===== src/rtl/pt_dec_pkg.sv =====
package pt_dec_pkg;
    localparam int FLD_CARE  = 0;
    localparam int FLD_VALUE = 1;
    localparam int FLD_EN    = 2;

    typedef enum logic {
        ST_HOLD,
        ST_RUN
    } run_state_e;

    typedef enum logic [1:0] {
        DM_RESET,
        DM_DECODE,
        DM_SLEEP
    } dec_mode_e;
endpackage


===== src/rtl/pt_cfg_regs.sv =====
module pt_cfg_regs
    import pt_dec_pkg::*;
#(
    parameter int IN_W    = 20,
    parameter int N_TERMS = 37,
    parameter int AW      = 8
) (
    input  logic                           clk,
    input  logic                           rst_n,
    input  logic                           we,
    input  logic [AW-1:0]                  addr,
    input  logic [IN_W-1:0]                wdata,
    output logic [N_TERMS-1:0][IN_W-1:0]   care,
    output logic [N_TERMS-1:0][IN_W-1:0]   value,
    output logic [N_TERMS-1:0]             valid,
    output logic                           csi_mode
);
    localparam logic [AW-1:0] CTRL_A = AW'(N_TERMS * 4);

    logic take;
    assign take = we & rst_n;

    for (genvar t = 0; t < N_TERMS; t++) begin : g_slot
        localparam logic [AW-1:0] A_CARE = AW'(t * 4 + FLD_CARE);
        localparam logic [AW-1:0] A_VAL  = AW'(t * 4 + FLD_VALUE);
        localparam logic [AW-1:0] A_EN   = AW'(t * 4 + FLD_EN);
        logic [IN_W-1:0] care_r;
        logic [IN_W-1:0] val_r;
        logic            en_r;

        always_ff @(posedge clk) begin
            if (take) begin
                if (addr == A_CARE) care_r <= wdata;
                if (addr == A_VAL)  val_r  <= wdata;
                if (addr == A_EN)   en_r   <= wdata[0];
            end
        end

        assign care[t]  = care_r;
        assign value[t] = val_r;
        assign valid[t] = en_r;
    end

    always_ff @(posedge clk or negedge rst_n) begin
        if (!rst_n) begin
            csi_mode <= 1'b0;
        end else if (we && addr == CTRL_A) begin
            csi_mode <= wdata[0];
        end
    end
endmodule


===== src/rtl/pt_term_eval.sv =====
module pt_term_eval #(
    parameter int IN_W    = 20,
    parameter int N_TERMS = 37
) (
    input  logic [IN_W-1:0]                in_vec,
    input  logic [N_TERMS-1:0][IN_W-1:0]   care,
    input  logic [N_TERMS-1:0][IN_W-1:0]   value,
    input  logic [N_TERMS-1:0]             valid,
    output logic [N_TERMS-1:0]             hit
);
    for (genvar t = 0; t < N_TERMS; t++) begin : g_and
        assign hit[t] = valid[t] & ~|((in_vec ^ value[t]) & care[t]);
    end
endmodule


===== src/rtl/pt_sum_plane.sv =====
module pt_sum_plane #(
    parameter int N_OUT = 4,
    parameter int T_PER = 2
) (
    input  logic [N_OUT*T_PER-1:0] hits,
    output logic [N_OUT-1:0]       sel
);
    for (genvar o = 0; o < N_OUT; o++) begin : g_or
        assign sel[o] = |hits[o*T_PER +: T_PER];
    end
endmodule


===== src/rtl/pt_addr_decoder.sv =====
module pt_addr_decoder
    import pt_dec_pkg::*;
#(
    parameter int AH_W   = 8,
    parameter int PG_W   = 4,
    parameter int AUX_W  = 4,
    parameter int N_BANK = 8,
    parameter int XA_N   = 4,
    parameter int XA_T   = 4,
    parameter int XB_N   = 4,
    parameter int XB_T   = 2,
    parameter int XC_N   = 3,
    parameter int XC_T   = 1,
    parameter int CFG_AW = 8
) (
    input  logic              clk,
    input  logic              rst_n,
    input  logic              cfg_we,
    input  logic [CFG_AW-1:0] cfg_addr,
    input  logic [AH_W+PG_W+AUX_W+3:0] cfg_wdata,
    input  logic [AH_W-1:0]   addr_hi,
    input  logic              a19_csi,
    input  logic [PG_W-1:0]   page,
    input  logic              rd,
    input  logic              wr,
    input  logic              ale,
    input  logic [AUX_W-1:0]  aux,
    output logic [N_BANK-1:0] bank_sel,
    output logic              sram_sel,
    output logic              io_sel,
    output logic [XA_N-1:0]   xcs_a,
    output logic [XB_N-1:0]   xcs_b,
    output logic [XC_N-1:0]   xcs_c,
    output logic              pwr_down
);
    localparam int IN_W    = AH_W + 1 + PG_W + 3 + AUX_W;
    localparam int BANK_B  = 0;
    localparam int LOC_B   = BANK_B + N_BANK;
    localparam int XA_B    = LOC_B + 2;
    localparam int XB_B    = XA_B + XA_N * XA_T;
    localparam int XC_B    = XB_B + XB_N * XB_T;
    localparam int N_TERMS = XC_B + XC_N * XC_T;

    logic [IN_W-1:0]              in_vec;
    logic [N_TERMS-1:0][IN_W-1:0] care;
    logic [N_TERMS-1:0][IN_W-1:0] value;
    logic [N_TERMS-1:0]           valid;
    logic [N_TERMS-1:0]           hit;
    logic                         csi_mode_q;

    logic [N_BANK-1:0] bank_raw;
    logic [1:0]        loc_raw;
    logic [XA_N-1:0]   xa_raw;
    logic [XB_N-1:0]   xb_raw;
    logic [XC_N-1:0]   xc_raw;

    run_state_e st_q, st_d;
    dec_mode_e  mode;

    assign in_vec = {aux, ale, wr, rd, page, a19_csi, addr_hi};

    pt_cfg_regs #(.IN_W(IN_W), .N_TERMS(N_TERMS), .AW(CFG_AW)) u_cfg (
        .clk      (clk),
        .rst_n    (rst_n),
        .we       (cfg_we),
        .addr     (cfg_addr),
        .wdata    (cfg_wdata),
        .care     (care),
        .value    (value),
        .valid    (valid),
        .csi_mode (csi_mode_q)
    );

    pt_term_eval #(.IN_W(IN_W), .N_TERMS(N_TERMS)) u_and (
        .in_vec (in_vec),
        .care   (care),
        .value  (value),
        .valid  (valid),
        .hit    (hit)
    );

    pt_sum_plane #(.N_OUT(N_BANK), .T_PER(1)) u_or_bank (
        .hits (hit[BANK_B +: N_BANK]), .sel (bank_raw));
    pt_sum_plane #(.N_OUT(2), .T_PER(1)) u_or_loc (
        .hits (hit[LOC_B +: 2]), .sel (loc_raw));
    pt_sum_plane #(.N_OUT(XA_N), .T_PER(XA_T)) u_or_xa (
        .hits (hit[XA_B +: XA_N*XA_T]), .sel (xa_raw));
    pt_sum_plane #(.N_OUT(XB_N), .T_PER(XB_T)) u_or_xb (
        .hits (hit[XB_B +: XB_N*XB_T]), .sel (xb_raw));
    pt_sum_plane #(.N_OUT(XC_N), .T_PER(XC_T)) u_or_xc (
        .hits (hit[XC_B +: XC_N*XC_T]), .sel (xc_raw));

    // HOLD -> RUN on the first edge after reset release
    always_ff @(posedge clk or negedge rst_n) begin
        if (!rst_n) st_q <= ST_HOLD;
        else        st_q <= st_d;
    end

    always_comb begin
        unique case (st_q)
            ST_HOLD: st_d = ST_RUN;
            ST_RUN:  st_d = ST_RUN;
            default: st_d = ST_HOLD;
        endcase
    end

    // live mode: DECODE <-> SLEEP follows the shared pin without delay
    always_comb begin
        if (!rst_n || st_q == ST_HOLD)    mode = DM_RESET;
        else if (csi_mode_q && a19_csi)   mode = DM_SLEEP;
        else                              mode = DM_DECODE;
    end

    always_comb begin
        bank_sel = '0;
        sram_sel = 1'b0;
        io_sel   = 1'b0;
        xcs_a    = '0;
        xcs_b    = '0;
        xcs_c    = '0;
        pwr_down = 1'b0;
        unique case (mode)
            DM_DECODE: begin
                bank_sel = bank_raw;
                sram_sel = loc_raw[0];
                io_sel   = loc_raw[1];
                xcs_a    = xa_raw;
                xcs_b    = xb_raw;
                xcs_c    = xc_raw;
            end
            DM_SLEEP: pwr_down = 1'b1;
            DM_RESET: pwr_down = 1'b0;
            default:  pwr_down = 1'b0;
        endcase
    end
endmodule


===== config.mk =====
export PLATFORM = sky130hd
export DESIGN_NAME = pt_addr_decoder
export DESIGN_NICKNAME = d
export VERILOG_FILES = /design/src/rtl/pt_dec_pkg.sv /design/src/rtl/pt_cfg_regs.sv /design/src/rtl/pt_term_eval.sv /design/src/rtl/pt_sum_plane.sv /design/src/rtl/pt_addr_decoder.sv
export SDC_FILE = /design/constraint.sdc
export NUM_CORES = 2
export LEC_CHECK = 0
export ABC_CLOCK_PERIOD_IN_PS = 1700
export BUFFER_PORTS_ARGS = -buffer_cell sky130_fd_sc_hd__buf_4
export CELL_PAD_IN_SITES_DETAIL_PLACEMENT = 0
export CELL_PAD_IN_SITES_GLOBAL_PLACEMENT = 1
export CORE_UTILIZATION = 30
export DETAILED_ROUTE_END_ITERATION = 8
export PLACE_DENSITY_LB_ADDON = 0.15
export RECOVER_POWER = 25
export SETUP_SLACK_MARGIN = 0.05
export SYNTH_ARGS = -nofsm -noshare
export SYNTH_HDL_FRONTEND = slang
export SYNTH_SLANG_ARGS = --single-unit

===== constraint.sdc =====
create_clock -name clk -period 1.7 [get_ports clk]
set_clock_uncertainty 0.05 [all_clocks]
set_input_delay 0.17 -clock clk [delete_from_list [all_inputs] [get_ports clk]]
set_output_delay 0.17 -clock clk [all_outputs]
set_load 0.005 [all_outputs]

==> impl_metrics.env <==
export IMPL_rsz0062_at_grt="yes"
export IMPL_first_pass_iters=5
export IMPL_critical_path_class="reg2out"
export IMPL_synth_top_cell_area_share_pct=79.8
export IMPL_yosysWarnings=0
export IMPL_hold_slack_ns=0.0159
export IMPL_routedWlPerCell_um=28.4
export IMPL_syn_nets=3090
export IMPL_worstMarginPinSlew_ns=1.44
export IMPL_synth_compound_area_share_pct=4.79
export IMPL_crit_path_max_fanout=1
export IMPL_fin_crit_ns=3.07
export IMPL_track_usage_pct=18.4
export IMPL_cp_start_kind="flip-flop"
export IMPL_nNetsFinal=3629
export IMPL_fp_coreArea_um2=188000
export IMPL_clk_pin_slew_ns=0.06
export IMPL_num_rows=159
export IMPL_hold_violations=0
export IMPL_violations="negative setup slack"
export IMPL_dp_slack_ns=-0.966
export IMPL_die_y_um=438
export IMPL_slew_headroom_pct=4.05
export IMPL_critPathMostFrequentCell="buf_4"
export IMPL_final_setup_worst_slack_ns=-1.37
export IMPL_clockRootBuffer="clkbuf_16"
export IMPL_holdCritPathClass="in2reg"
export IMPL_cts_htree_levels=4
export IMPL_ys_seq_elements=1519
export IMPL_arrival_ns=2.85
export IMPL_dp_cells=5872
export IMPL_grt_pass1_wl_mm=244
export IMPL_drt_iter0_drc=2591
export IMPL_fin_total_pwr_mw=79.8
export IMPL_drive_above_1_share_pct=21.2
export IMPL_post_route_period_util_pct=181
export IMPL_ir_worst_vdd_mv=1.06
export IMPL_final_cells=6221
export IMPL_clock_sinks=1519
export IMPL_syn_avg_cell_area_um2=18.8
export IMPL_place_congestion=0.762
export IMPL_synth_yosys_seq_area_share_pct=79.9
export IMPL_synth_top_family_by_area="XOR/XNOR gates"
export IMPL_fmax_mhz=325
export IMPL_cts_buffer_depth=3
export IMPL_worst_ep_required_time_ns=1.48
export IMPL_initial_core_util_pct=30.3
export IMPL_synth_cells=3039
export IMPL_p_leak_nw=23.5
export IMPL_slowest_stage="a222oi_1"
export IMPL_port_buffer_count=72
export IMPL_synthMuxAreaShare_pct=0.0197
export IMPL_pin_count=73
export IMPL_path_buf_inv=3
export IMPL_setup_viol=69
export IMPL_grt_pass1_vias=30900
export IMPL_yosys_area_share_simple_pct=2.72
export IMPL_via_count=29400
export IMPL_numCtsBuffers=171
export IMPL_synth_area_leaders="edfxtp_1 (80%), xor2_1 (11%), a22oi_1 (3.3%)"
export IMPL_crit_family="compound AO/OA/AOI/OAI gates"
export IMPL_outcome="complete, but fails checks"
export IMPL_ant_nets=0
export IMPL_antenna_found_initial=20
export IMPL_die_w_um=438
export IMPL_p_per_area_nw_per_um2=1130
export IMPL_max_stage_delay_ns=0.50
export IMPL_yosys_area_share_xor_xnor_pct=11.4
export IMPL_yosys_area_top_type="edfxtp_1"
export IMPL_grt_max_degree=63
export IMPL_grt_overflow_total=0
export IMPL_syn_area_um2=57100
export IMPL_synthAdderAreaFrac_pct=0
export IMPL_clock_latency_ns=0.80
export IMPL_drc=0
export IMPL_finalMaxSlewViolations=0
export IMPL_syn_to_final_growth_pct=24.1
export IMPL_synth_cell_types=25
export IMPL_drv_cap=0
export IMPL_dp_hpwl_mm=111
export IMPL_fin_tns_setup_ns=-22.64
export IMPL_crit_chain="xor2_2 > a222oi_1 > buf_4 > nand3_2 > nor3_2 > buf_4 > nor4_2 > nor2_4 > buf_6"
export IMPL_crit_path_end_kind="output pin"
export IMPL_die_area_um2=192000
export IMPL_viasPerCell=4.73
export IMPL_routed_wl_mm=177
export IMPL_cts_tree="built"
## state kept, by name, indices dropped and copies added, names as in the netlist
signal	cells
u_cfg.g_slot.val_r	740
u_cfg.g_slot.en_r	37
u_cfg.g_slot.care_r	740
st_q	1
u_cfg.csi_mode	1
## cells in the mapped netlist, drive strengths merged
cell type,count
a221oi,22
and2,1
nor2b,7
conb,1
a41oi,1
a22o,22
edfxtp,1517
clkbuf,16
and3b,2
buf,80
mux2,1
nor4,3
xor2,740
a22oi,252
a222oi,37
nor2,130
nor3,28
nand4,66
nand3,54
a21oi,16
nand2,41
dfrtp,2
## final timing paths
path | startpoint | endpoint | slack [ns] | cells past startpoint
worst max-delay path | u_cfg.g_slot[21].val_r[10] | xcs_a[2] | -1.37 | 9
worst min-delay path | cfg_addr[4] | u_cfg.g_slot[28].en_r | 0.02 | 4
worst max register to register | u_cfg.csi_mode | u_cfg.csi_mode | 0.89 | 1
worst min register to register | u_cfg.csi_mode | u_cfg.csi_mode | 0.49 | 1
max in group asynchronous | rst_n | st_q | 0.77 | 4
min in group asynchronous | rst_n | u_cfg.csi_mode | 0.55 | 3
## cell usage in the layout (no fill, tap or decap), types with 3 or more instances in the layout
cell type and n:
edfxtp_1 1517, xor2_1 737, a22oi_1 249, buf_4 206
clkbuf_16 172, buf_12 164, nor2_2 78, nand4_1 66
clkbuf_1 65, nand3_1 51, nor2_1 49, clkinv_1 41
nand2_1 40, a222oi_1 37, clkinv_2 26, dlygate4sd3_1 25
a22o_1 22, clkbuf_2 22, nor3_2 19, buf_6 19
a221oi_1 12, clkbuf_4 11, a221oi_2 10, a21oi_2 10
inv_6 8, nor2b_1 7, nor3_1 6, bufinv_16 6
a21oi_1 5, clkinv_8 5, diode_2 3, xor2_2 3
nor2_4 3, a22oi_2 3, nor3_4 3, clkinvlp_4 3
## kinds of logic (layout without fill, tap and decap cells)
group	Yosys count	after routing
AO/OA/AOI/OAI	350	350
XOR/XNOR	740	740
buffers and inverters	96	780
flip-flops	1519	1519
multiplexers	1	1
other	1	4
AND/OR/NAND/NOR	332	332
## cell type report
class / count / area, um2
clock inverters: 91 / 678
fillers: 17200 / 118000
diodes: 3 / 7.51
clock buffers: 227 / 4530
well taps: 2495 / 3120
multi-input cells: 1424 / 11400
repair buffers: 462 / 5560
flip-flops and latches: 1519 / 45600
## what timing repair did
item | 4_1_cts | 5_1_grt
gates resized for setup | 80 | 15
pin swaps | 71 | 43
endpoints found under the setup margin | 22 | 26
hold endpoints to repair | 1070 | 2
setup buffers | 3 | 1
gates cloned | 0 | 0
hold buffers | 26 | 1
## metrics by stage
stage / area [um2] / util [%]
after global routing: 70800 / 37.6
final: 70900 / 37.6
after CTS: 71200 / 37.8
after detailed placement: 65300 / 34.6
after global placement: 65300 / 34.6
after floorplan: 57300 / -
## power breakdown
| part | switching [mW] | internal [mW] | leakage (nW) |
|---|---|---|---|
| combinational | 2.71 | 1.28 | 7.31 |
| clock | 14.9 | 19.7 | 2.54 |
| sequential | 0.0158 | 41.3 | 13.7 |
## metal layers
layer  global-route usage (%)  vias up  part of all wire [%]
li1                         -    12900                     -
met1                     24.7    15600                    44
met2                     31.2      723                    49
met3                     2.75      219                   4.4
met4                     4.68        0                   2.2
met5                        0        -                     0
Power figures use the tool's default switching activity.
